File: src/rtl/simd_div_pkg.sv
package simd_div_pkg;

   typedef enum logic [1:0] {
      OP_NONE   = 2'd0,
      OP_BRANCH = 2'd1,
      OP_ELSE   = 2'd2,
      OP_ENDIF  = 2'd3
   } div_op_e;

   // one strobe wins per cycle: branch, then else, then endif
   function automatic div_op_e pick_op(input logic br, input logic el, input logic en);
      if (br)      return OP_BRANCH;
      else if (el) return OP_ELSE;
      else if (en) return OP_ENDIF;
      else         return OP_NONE;
   endfunction

endpackage

File: src/rtl/simd_mask_stack.sv
module simd_mask_stack #(
   parameter int LANES = 8,
   parameter int DEPTH = 4
) (
   input  logic             clk,
   input  logic             rst_n,
   input  logic             push_i,
   input  logic             pop_i,
   input  logic [LANES-1:0] par_i,
   input  logic [LANES-1:0] tak_i,
   output logic [LANES-1:0] top_par_o,
   output logic [LANES-1:0] top_tak_o,
   output logic             full_o,
   output logic             empty_o,
   output logic [$clog2(DEPTH+1)-1:0] level_o
);
   localparam int PW = $clog2(DEPTH+1);
   localparam int IW = (DEPTH > 1) ? $clog2(DEPTH) : 1;

   initial begin
      assert (DEPTH >= 4) else $error("mask stack needs DEPTH >= 4");
      assert (LANES >= 2) else $error("mask stack needs LANES >= 2");
   end

   logic [LANES-1:0] par_q [DEPTH];
   logic [LANES-1:0] tak_q [DEPTH];
   logic [PW-1:0]    ptr_q;
   logic [IW-1:0]    wr_idx;
   logic [IW-1:0]    top_idx;

   assign wr_idx  = IW'(ptr_q);
   assign top_idx = IW'(ptr_q - PW'(1));
   assign full_o  = (ptr_q == PW'(DEPTH));
   assign empty_o = (ptr_q == '0);
   assign level_o = ptr_q;
   assign top_par_o = empty_o ? '1 : par_q[top_idx];
   assign top_tak_o = empty_o ? '1 : tak_q[top_idx];

   always_ff @(posedge clk) begin
      if (!rst_n) begin
         ptr_q <= '0;
         for (int i = 0; i < DEPTH; i++) begin
            par_q[i] <= '1;
            tak_q[i] <= '1;
         end
      end else if (push_i && !full_o) begin
         par_q[wr_idx] <= par_i;
         tak_q[wr_idx] <= tak_i;
         ptr_q <= ptr_q + PW'(1);
      end else if (pop_i && !empty_o) begin
         ptr_q <= ptr_q - PW'(1);
      end
   end


   no_overflow_chk: assert property (@(posedge clk) disable iff (!rst_n)
      full_o |-> !push_i);


   level_bound_chk: assert property (@(posedge clk) disable iff (!rst_n)
      ptr_q <= PW'(DEPTH));


   no_underflow_chk: assert property (@(posedge clk) disable iff (!rst_n)
      empty_o |-> !pop_i);

endmodule

File: src/rtl/simd_lane_count.sv
module simd_lane_count #(
   parameter int LANES = 8,
   parameter bit TREE  = 1'b1
) (
   input  logic [LANES-1:0]          lanes_i,
   output logic [$clog2(LANES+1)-1:0] cnt_o
);
   localparam int CW  = $clog2(LANES+1);
   localparam int PAD = 1 << $clog2(LANES);

   generate
      if (TREE) begin : g_tree
         logic [CW-1:0] node [2*PAD-1];
         for (genvar i = 0; i < PAD; i++) begin : g_leaf
            if (i < LANES) begin : g_real
               assign node[PAD-1+i] = CW'(lanes_i[i]);
            end else begin : g_pad
               assign node[PAD-1+i] = '0;
            end
         end
         for (genvar j = 0; j < PAD-1; j++) begin : g_sum
            assign node[j] = node[2*j+1] + node[2*j+2];
         end
         assign cnt_o = node[0];
      end else begin : g_linear
         always_comb begin
            cnt_o = '0;
            for (int k = 0; k < LANES; k++) cnt_o = cnt_o + CW'(lanes_i[k]);
         end
      end
   endgenerate

endmodule

File: src/rtl/simd_div_mask.sv
module simd_div_mask
   import simd_div_pkg::*;
#(
   parameter int LANES    = 8,
   parameter int DEPTH    = 4,
   parameter bit CNT_TREE = 1'b1
) (
   input  logic                        clk,
   input  logic                        rst_n,
   input  logic [LANES-1:0]            cond_i,
   input  logic                        br_i,
   input  logic                        else_i,
   input  logic                        endif_i,
   output logic [LANES-1:0]            mask_o,
   output logic [$clog2(LANES+1)-1:0]  active_cnt_o,
   output logic                        skip_o,
   output logic                        err_o
);
   localparam int CW = $clog2(LANES+1);
   localparam int PW = $clog2(DEPTH+1);

   initial begin
      assert (LANES >= 2 && LANES <= 64) else $error("LANES out of range");
   end

   div_op_e          op;
   logic [LANES-1:0] mask_q, mask_d;
   logic             err_q;
   logic             push, pop;
   logic [LANES-1:0] top_par, top_tak;
   logic             st_full, st_empty;
   logic [PW-1:0]    level;

   assign op   = pick_op(br_i, else_i, endif_i);
   assign push = (op == OP_BRANCH) && !st_full;
   assign pop  = (op == OP_ENDIF) && !st_empty;

   simd_mask_stack #(.LANES(LANES), .DEPTH(DEPTH)) u_stack (
      .clk       (clk),
      .rst_n     (rst_n),
      .push_i    (push),
      .pop_i     (pop),
      .par_i     (mask_q),
      .tak_i     (mask_q & cond_i),
      .top_par_o (top_par),
      .top_tak_o (top_tak),
      .full_o    (st_full),
      .empty_o   (st_empty),
      .level_o   (level)
   );

   always_comb begin
      mask_d = mask_q;
      unique case (op)
         OP_BRANCH: if (!st_full)  mask_d = mask_q & cond_i;
         OP_ELSE:   if (!st_empty) mask_d = top_par & ~top_tak;
         OP_ENDIF:  if (!st_empty) mask_d = top_par;
         default:   mask_d = mask_q;
      endcase
   end

   always_ff @(posedge clk) begin
      if (!rst_n) begin
         mask_q <= '1;
         err_q  <= 1'b0;
      end else begin
         mask_q <= mask_d;
         if (op == OP_BRANCH && st_full) err_q <= 1'b1;
      end
   end

   simd_lane_count #(.LANES(LANES), .TREE(CNT_TREE)) u_count (
      .lanes_i (mask_q),
      .cnt_o   (active_cnt_o)
   );

   assign mask_o = mask_q;
   assign skip_o = (mask_q == '0);
   assign err_o  = err_q;


   branch_subset_chk: assert property (@(posedge clk) disable iff (!rst_n)
      (br_i && !st_full) |=> (mask_o & ~$past(mask_o & cond_i)) == '0);


   else_disjoint_chk: assert property (@(posedge clk) disable iff (!rst_n)
      (else_i && !br_i && !st_empty) |=> (mask_o & $past(top_tak)) == '0);


   outer_restore_chk: assert property (@(posedge clk) disable iff (!rst_n)
      (endif_i && !else_i && !br_i && level == PW'(1)) |=> (&mask_o));


   err_sticky_chk: assert property (@(posedge clk) disable iff (!rst_n)
      err_o |=> err_o);


   ovf_hold_chk: assert property (@(posedge clk) disable iff (!rst_n)
      (br_i && st_full) |=> $stable(mask_o));


   idle_else_chk: assert property (@(posedge clk) disable iff (!rst_n)
      ((else_i || endif_i) && !br_i && st_empty) |=> $stable(mask_o));


   count_match_chk: assert property (@(posedge clk) disable iff (!rst_n)
      active_cnt_o == CW'($countones(mask_o)));

endmodule

File: config.mk
export PLATFORM = sky130hd
export DESIGN_NAME = simd_div_mask
export DESIGN_NICKNAME = d
export VERILOG_FILES = /design/src/rtl/simd_div_pkg.sv /design/src/rtl/simd_mask_stack.sv /design/src/rtl/simd_lane_count.sv /design/src/rtl/simd_div_mask.sv
export SDC_FILE = /design/constraint.sdc
export NUM_CORES = 1
export LEC_CHECK = 0
export BUFFER_PORTS_ARGS = -buffer_cell sky130_fd_sc_hd__buf_2
export CAP_MARGIN = 25
export CORE_AREA = 3 3 83 85
export CTS_BUF_LIST = sky130_fd_sc_hd__clkbuf_2
export CTS_CLUSTER_DIAMETER = 80
export DETAILED_ROUTE_END_ITERATION = 10
export DIE_AREA = 0 0 86 88
export GPL_ROUTABILITY_DRIVEN = 0
export GPL_TIMING_DRIVEN = 0
export PLACE_DENSITY = 0.89
export SKIP_LAST_GASP = 1
export SYNTH_ARGS = -nofsm -noshare
export SYNTH_HDL_FRONTEND = slang
export SYNTH_SLANG_ARGS = --single-unit
File: constraint.sdc
create_clock -name clk -period 4.03 [get_ports clk]
set_input_delay 0.2015 -clock clk [delete_from_list [all_inputs] [get_ports clk]]
set_output_delay 0.2015 -clock clk [all_outputs]
set_load 0.005 [all_outputs]
---- Word level (Yosys, flattened, before mapping) ----
Memory sizes are Yosys's and may differ from the RTL's.
Cells that the tools add are included.
W data, S select, Z words.
storage, ports and cells
  register bits ........................... 12
  latch bits .............................. 0
  RAM bits ................................ 64
  bits in read-only memories .............. 0
  output and inout port bits .............. 14
  memories ................................ 2
cells by class
  $add $sub $neg .......................... 9
  multipliers ............................. 0
  div/mod/pow operators ................... 0
  order comparisons ....................... 0
  equal/unequal tests ..................... 7
  shifts and indexed selects .............. 0
  muxes and demuxes ....................... 21
  bitwise gates (word level) .............. 3
  reductions and logical operators ........ 14
memory list
  name           words  bits a word  rd ports  clocked after memory_dff  wr ports  RTL line               RTL
  u_stack.par_q  4      8            1         0                         4         simd_mask_stack.sv:25  logic [LANES-1:0] par_q [DEPTH];
  u_stack.tak_q  4      8            1         0                         4         simd_mask_stack.sv:26  logic [LANES-1:0] tak_q [DEPTH];
operators by type and width
  cell                   count
  $mux W8                7
  $pmux W8 S3            1
  $and A8 B8 Y8          2
  $reduce_or A8 Y1       2
  $mux W2                5
  $add A1 B1 Y2          4
  $logic_not A8 Y1       1
  $not A8 Y8             1
  $add A2 B2 Y3          2
  $mux W1                6
  $mux W3                2
  $ne A2 B2 Y1 const B   3
  $logic_and A1 B1 Y1    5
  $add A3 B3 Y4          1
  $eq A2 B2 Y1 const B   2
  $reduce_and A4 Y1      1
  $add A3 B1 Y3 const B  1
  $eq A3 B3 Y1 const B   1
  $logic_not A3 Y1       1
  $reduce_bool A3 Y1     1
  $sub A3 B1 Y3 const B  1
  $eq A2 B1 Y1 const B   1
  $logic_not A1 Y1       2
  $reduce_bool A2 Y1     1

---- Depth between registers and ports, before layout ----
  depth in word-level cells ............... 11
  gate-level depth with buffers ........... 11
  mapped depth without buffers ............ 9

---- Hierarchy ----
A second synthesis with hierarchy kept.
second synthesis, totals
  cell total of the unflattened synthesis .. 295
  area total of the unflattened synthesis .. 3952.5 um2
by module, submodules not included
  module           times used  cells each  area each (um2)
  simd_mask_stack  1           209         3205.6
  simd_div_mask    1           64          558.0
  simd_lane_count  1           22          188.9

---- Worst setup path before layout ----
OpenSTA, ideal clock, no wires.
  kind .................................... register -> register
  from .................................... register u_stack.ptr_q[0], in the netlist u_stack.level_o[0]
  to ...................................... memory u_stack.par_q[3][0], enable pin
  data arrival time ....................... 2.766 ns
  data required time ...................... 3.616 ns
  path slack .............................. 0.850 ns
  cell stages (with the launch flop) ...... 8
  path buffers ............................ 3
  cells stage by stage .................... dfxtp_1 > buf_4 > buf_4 > inv_2 > ha_1 > a21bo_2 > clkbuf_1 > o31ai_1
RTL lines
  element                 RTL line               RTL
  from (decl)             simd_mask_stack.sv:27  logic [PW-1:0] ptr_q;
  from (signal assigned)  simd_mask_stack.sv:49  ptr_q <= ptr_q + PW'(1);
  from (signal assigned)  simd_mask_stack.sv:51  ptr_q <= ptr_q - PW'(1);
  to (decl)               simd_mask_stack.sv:25

---- Worst setup path in the final report ----
  from .................................... register mask_q[3], in the netlist mask_o[3]
  to ...................................... output port active_cnt_o[2]
on the way
  word-level cells in the longest chain between the ends .. 3
RTL lines
  element                 RTL line               RTL
  from (decl)             simd_div_mask.sv:27    logic [LANES-1:0] mask_q, mask_d;
  from (signal assigned)  simd_div_mask.sv:67    mask_q <= mask_d;
  $add A1 B1 Y2           simd_lane_count.sv:22  assign node[j] = node[2*j+1] + node[2*j+2];
  $add A2 B2 Y3           simd_lane_count.sv:22
  $add A3 B3 Y4           simd_lane_count.sv:22
  to (decl)               simd_div_mask.sv:15    output logic [$clog2(LANES+1)-1:0] active_cnt_o,
No other way between the ends.

==> summary.txt <==
Outcome
  • Status: finished, final reports clean

Critical path
  • Setup crit start kind: flop
  • R2R depth: 8
  • CP arrival: 3.41 ns
  • Crit end category: output port
  • Critical path type: reg -> out
  • Critical Path RT: 3.83 ns
  • Crit-path max FO: 9

Synth
  • Synth Net Count: between 300 and 400
  • YS warnings: 0
  • Cell Area, Synth: 3710 µm²
  • Synth Area in Adders: under 10%
  • Sequential area share after synthesis: 58.3%
  • Area fraction in compound gates after synthesis: 10.4%
  • Mux contribution to synthesized area: 7.32%
  • Async SR Flop Fraction: 0%
  • Largest family of logic cells by synthesized area: simple AND/OR/NAND/NOR gates
  • #FFs+latches synth: 76
  • Post-Synth Simple-Gate Area: 14.7%
  • EDFF count, synth: 64
  • Synth unique cells: 39
  • Syn_area_per_cell: 11.9 µm²
  • Prevailing post-synth register cell: edfxtp_1
  • XOR/XNOR Fraction of Synth Area: less than 1%
  • Synth Instances: 312

Hold path
  • Hold Crit Depth: 3
  • Type of the worst min-delay path: in -> reg

Finish
  • Commonest non-fill, non-tap cell in the layout: nand2_1
  • # nets final: 382
  • Non-Filler Instances: between 400 and 500
  • Ant. Diodes: 0
  • Fraction of layout cells with a size suffix above 1: 19.3%
  • Area Overhead vs Synth: 12.6%
  • Most frequent cells in the layout: nand2_1, edfxtp_1, buf_2

Global routing
  • Global-route wire length before repair: 13.8 mm
  • Antenna violations before repair: 0
  • GRT Residual Overflow: 0
  • GRT Resource Usage Total: 24.8%
  • Vias in the first global route: approximately 2800
  • Largest net degree at the start of global routing: 17

Route
  • Routed Antenna Nets: 0
  • Initial DRC count: 323
  • Final wirelength: 8.67 mm
  • Routed vias: 2692
  • TritonRoute pass-1 iters: 5
  • Via density: 6.12
  • DRC viols: 0
  • Routed WL per cell: 19.7 µm

Floorplanning
  • Vert. Die Dim: 88 µm
  • Core ar.: 6280 µm²
  • Rows: 29
  • Starting density of the core: 59.1%
  • Die W: 86 µm
  • Die area: 7570 µm²
  • Boundary Pins: 27

Placement
  • Placed Instances: 415
  • Port Buffers: 26
  • Pre-CTS setup slack: 0.485 ns
  • Detailed Place HPWL: 5.86 mm

Clocking
  • Root buffer cell: clkbuf_2
  • CTS H-tree lvls: 3
  • Clk sinks: 76
  • Worst-Skew Late Latency: about 0.52 ns
  • Clock-pin slew on the worst setup and hold paths: ~0.22 ns
  • Hold_buf cts: 8
  • Post-CTS Setup Repair Bufs: 0
  • Post_cts resized: 0
  • CTS tree: done
  • CTS buffer count: 9
  • Maximum clock path buffer count: 2

Pwr
  • Power Density: approximately 440 nW/µm²
  • Int Pwr: 1.26 mW
  • Flop pwr share: roughly half
  • Leakage: 1.33 nW
  • Combinational power share: 23.3%
  • Switching Share: between 30% and 40%
  • Peak supply drop: 0.354 mV
  • Clock power share: between 20% and 30%
  • NetSw: 558 µW

Timing
  • Slack of the critical path: roughly 0.42 ns
  • Min Tclk post-route: 3.61 ns
  • Max Fclk: 277 MHz
  • Worst Tran Pin Value: 0.961 ns
  • Fin Setup TNS: 0 ns
  • Slew Viols, Final: 0
  • Setup violations, final: 0
  • Fin crit share: between 80% and 90%
  • Final Hold Vio Count: 0
  • Slew HR: between 30 and 40%
  • RSZ-0062 raised after global routing: false
  • Final setup skew: 0.0264 ns

Flow run
  • Max_cap viols: 0
==> power by group through the flow <==
stage	logic (mW)	clock network, mW	registers, mW
after global routing	0.477	0.500	0.924
final	0.423	0.475	0.920
after detailed placement	0.416	0	0.936
after floorplan	0.273	0	0.926
after global placement	0.395	0	0.935
after CTS	0.424	0.472	0.919
==> registers in the layout, indices dropped and copies added (netlist names) <==
name and cells:
u_stack.par_q 32, u_stack.tak_q 32, mask_o 8, u_stack.level_o 3, err_o 1
==> Yosys cell counts, drive strengths merged (7+ instances only) <==
cell type | n | area [µm²]
nor2b | 8 | 50.1
nand3 | 9 | 45.0
edfxtp | 64 | 1920
a2111oi | 8 | 70.1
o311ai | 8 | 85.1
dfxtp | 12 | 240
mux2 | 9 | 101
nand2 | 68 | 255
buf | 14 | 88.8
nand2b | 16 | 100
mux2i | 17 | 170
o21ai | 9 | 45.0
ha | 7 | 87.6
inv | 15 | 56.3
a311oi | 8 | 70.1
o211ai | 8 | 60.1
==> layer usage <==
| layer | wire, µm | track usage, % | up-vias |
|---|---|---|---|
| met5 | 0 | 0 | - |
| met4 | 226 | 11.7 | 0 |
| met3 | 786 | 6.59 | 23 |
| met2 | 4280 | 40.2 | 131 |
| met1 | 3380 | 31.3 | 1318 |
| li1 | - | - | 1220 |
==> per-stage QoR <==
stage | power, mW | cell area (µm²) | hold slack, ns | utilization, %
floorplan | 1.20 | 3710 | 0.347 | -
finish | 1.82 | 4180 | 0.0208 | 66.5
detailed placement | 1.35 | 3950 | 0.478 | 62.9
global placement | 1.33 | 3940 | 0.470 | 62.7
global route | 1.90 | 4180 | 0.0161 | 66.5
CTS | 1.82 | 4170 | 0.000511 | 66.4
==> final cells by class <==
type	instances	area [µm²]
Buffer	20	111
Clock buffer	9	45.0
Clock inverter	7	91.3
Fill cell	463	2100
Inverter	15	56.3
Multi-Input combinational cell	201	1390
Sequential cell	76	2160
Tap cell	77	96.3
Timing Repair Buffer	35	220
==> cell families after synthesis <==
logic type,count (synthesis)
adders and majority gates,11
and+or+nand+nor,115
xor gates and xnor gates,1
muxes,26
AOI/OAI and AO/OA,48
buffers and inverters,35
DFF,76
==> final timing paths <==
check             slack, ns                                end                       startpoint
setup / recovery       0.42                    active_cnt_o[2]           mask_o[3]$_SDFFE_PN1P_
hold / removal         0.02             mask_o[2]$_SDFFE_PN1P_                        cond_i[2]
setup reg to reg       0.42  u_stack.par_q[1][7]$_SDFFCE_PN1P_  u_stack.level_o[0]$_SDFFE_PN0P_
hold reg to reg        0.51                 err_o$_SDFFE_PN0P_               err_o$_SDFFE_PN0P_
==> critical path, cell delays in order (launching register included) <==
cell and delay, ns:
dfxtp_1 0.58, fa_1 0.48, inv_1 0.08, fa_1 0.42, fa_1 0.44, inv_1 0.07
ha_1 0.17, inv_1 0.06, fa_1 0.37, xnor2_1 0.13, buf_2 0.12
Note: power is estimated with default switching activity, not from simulation.
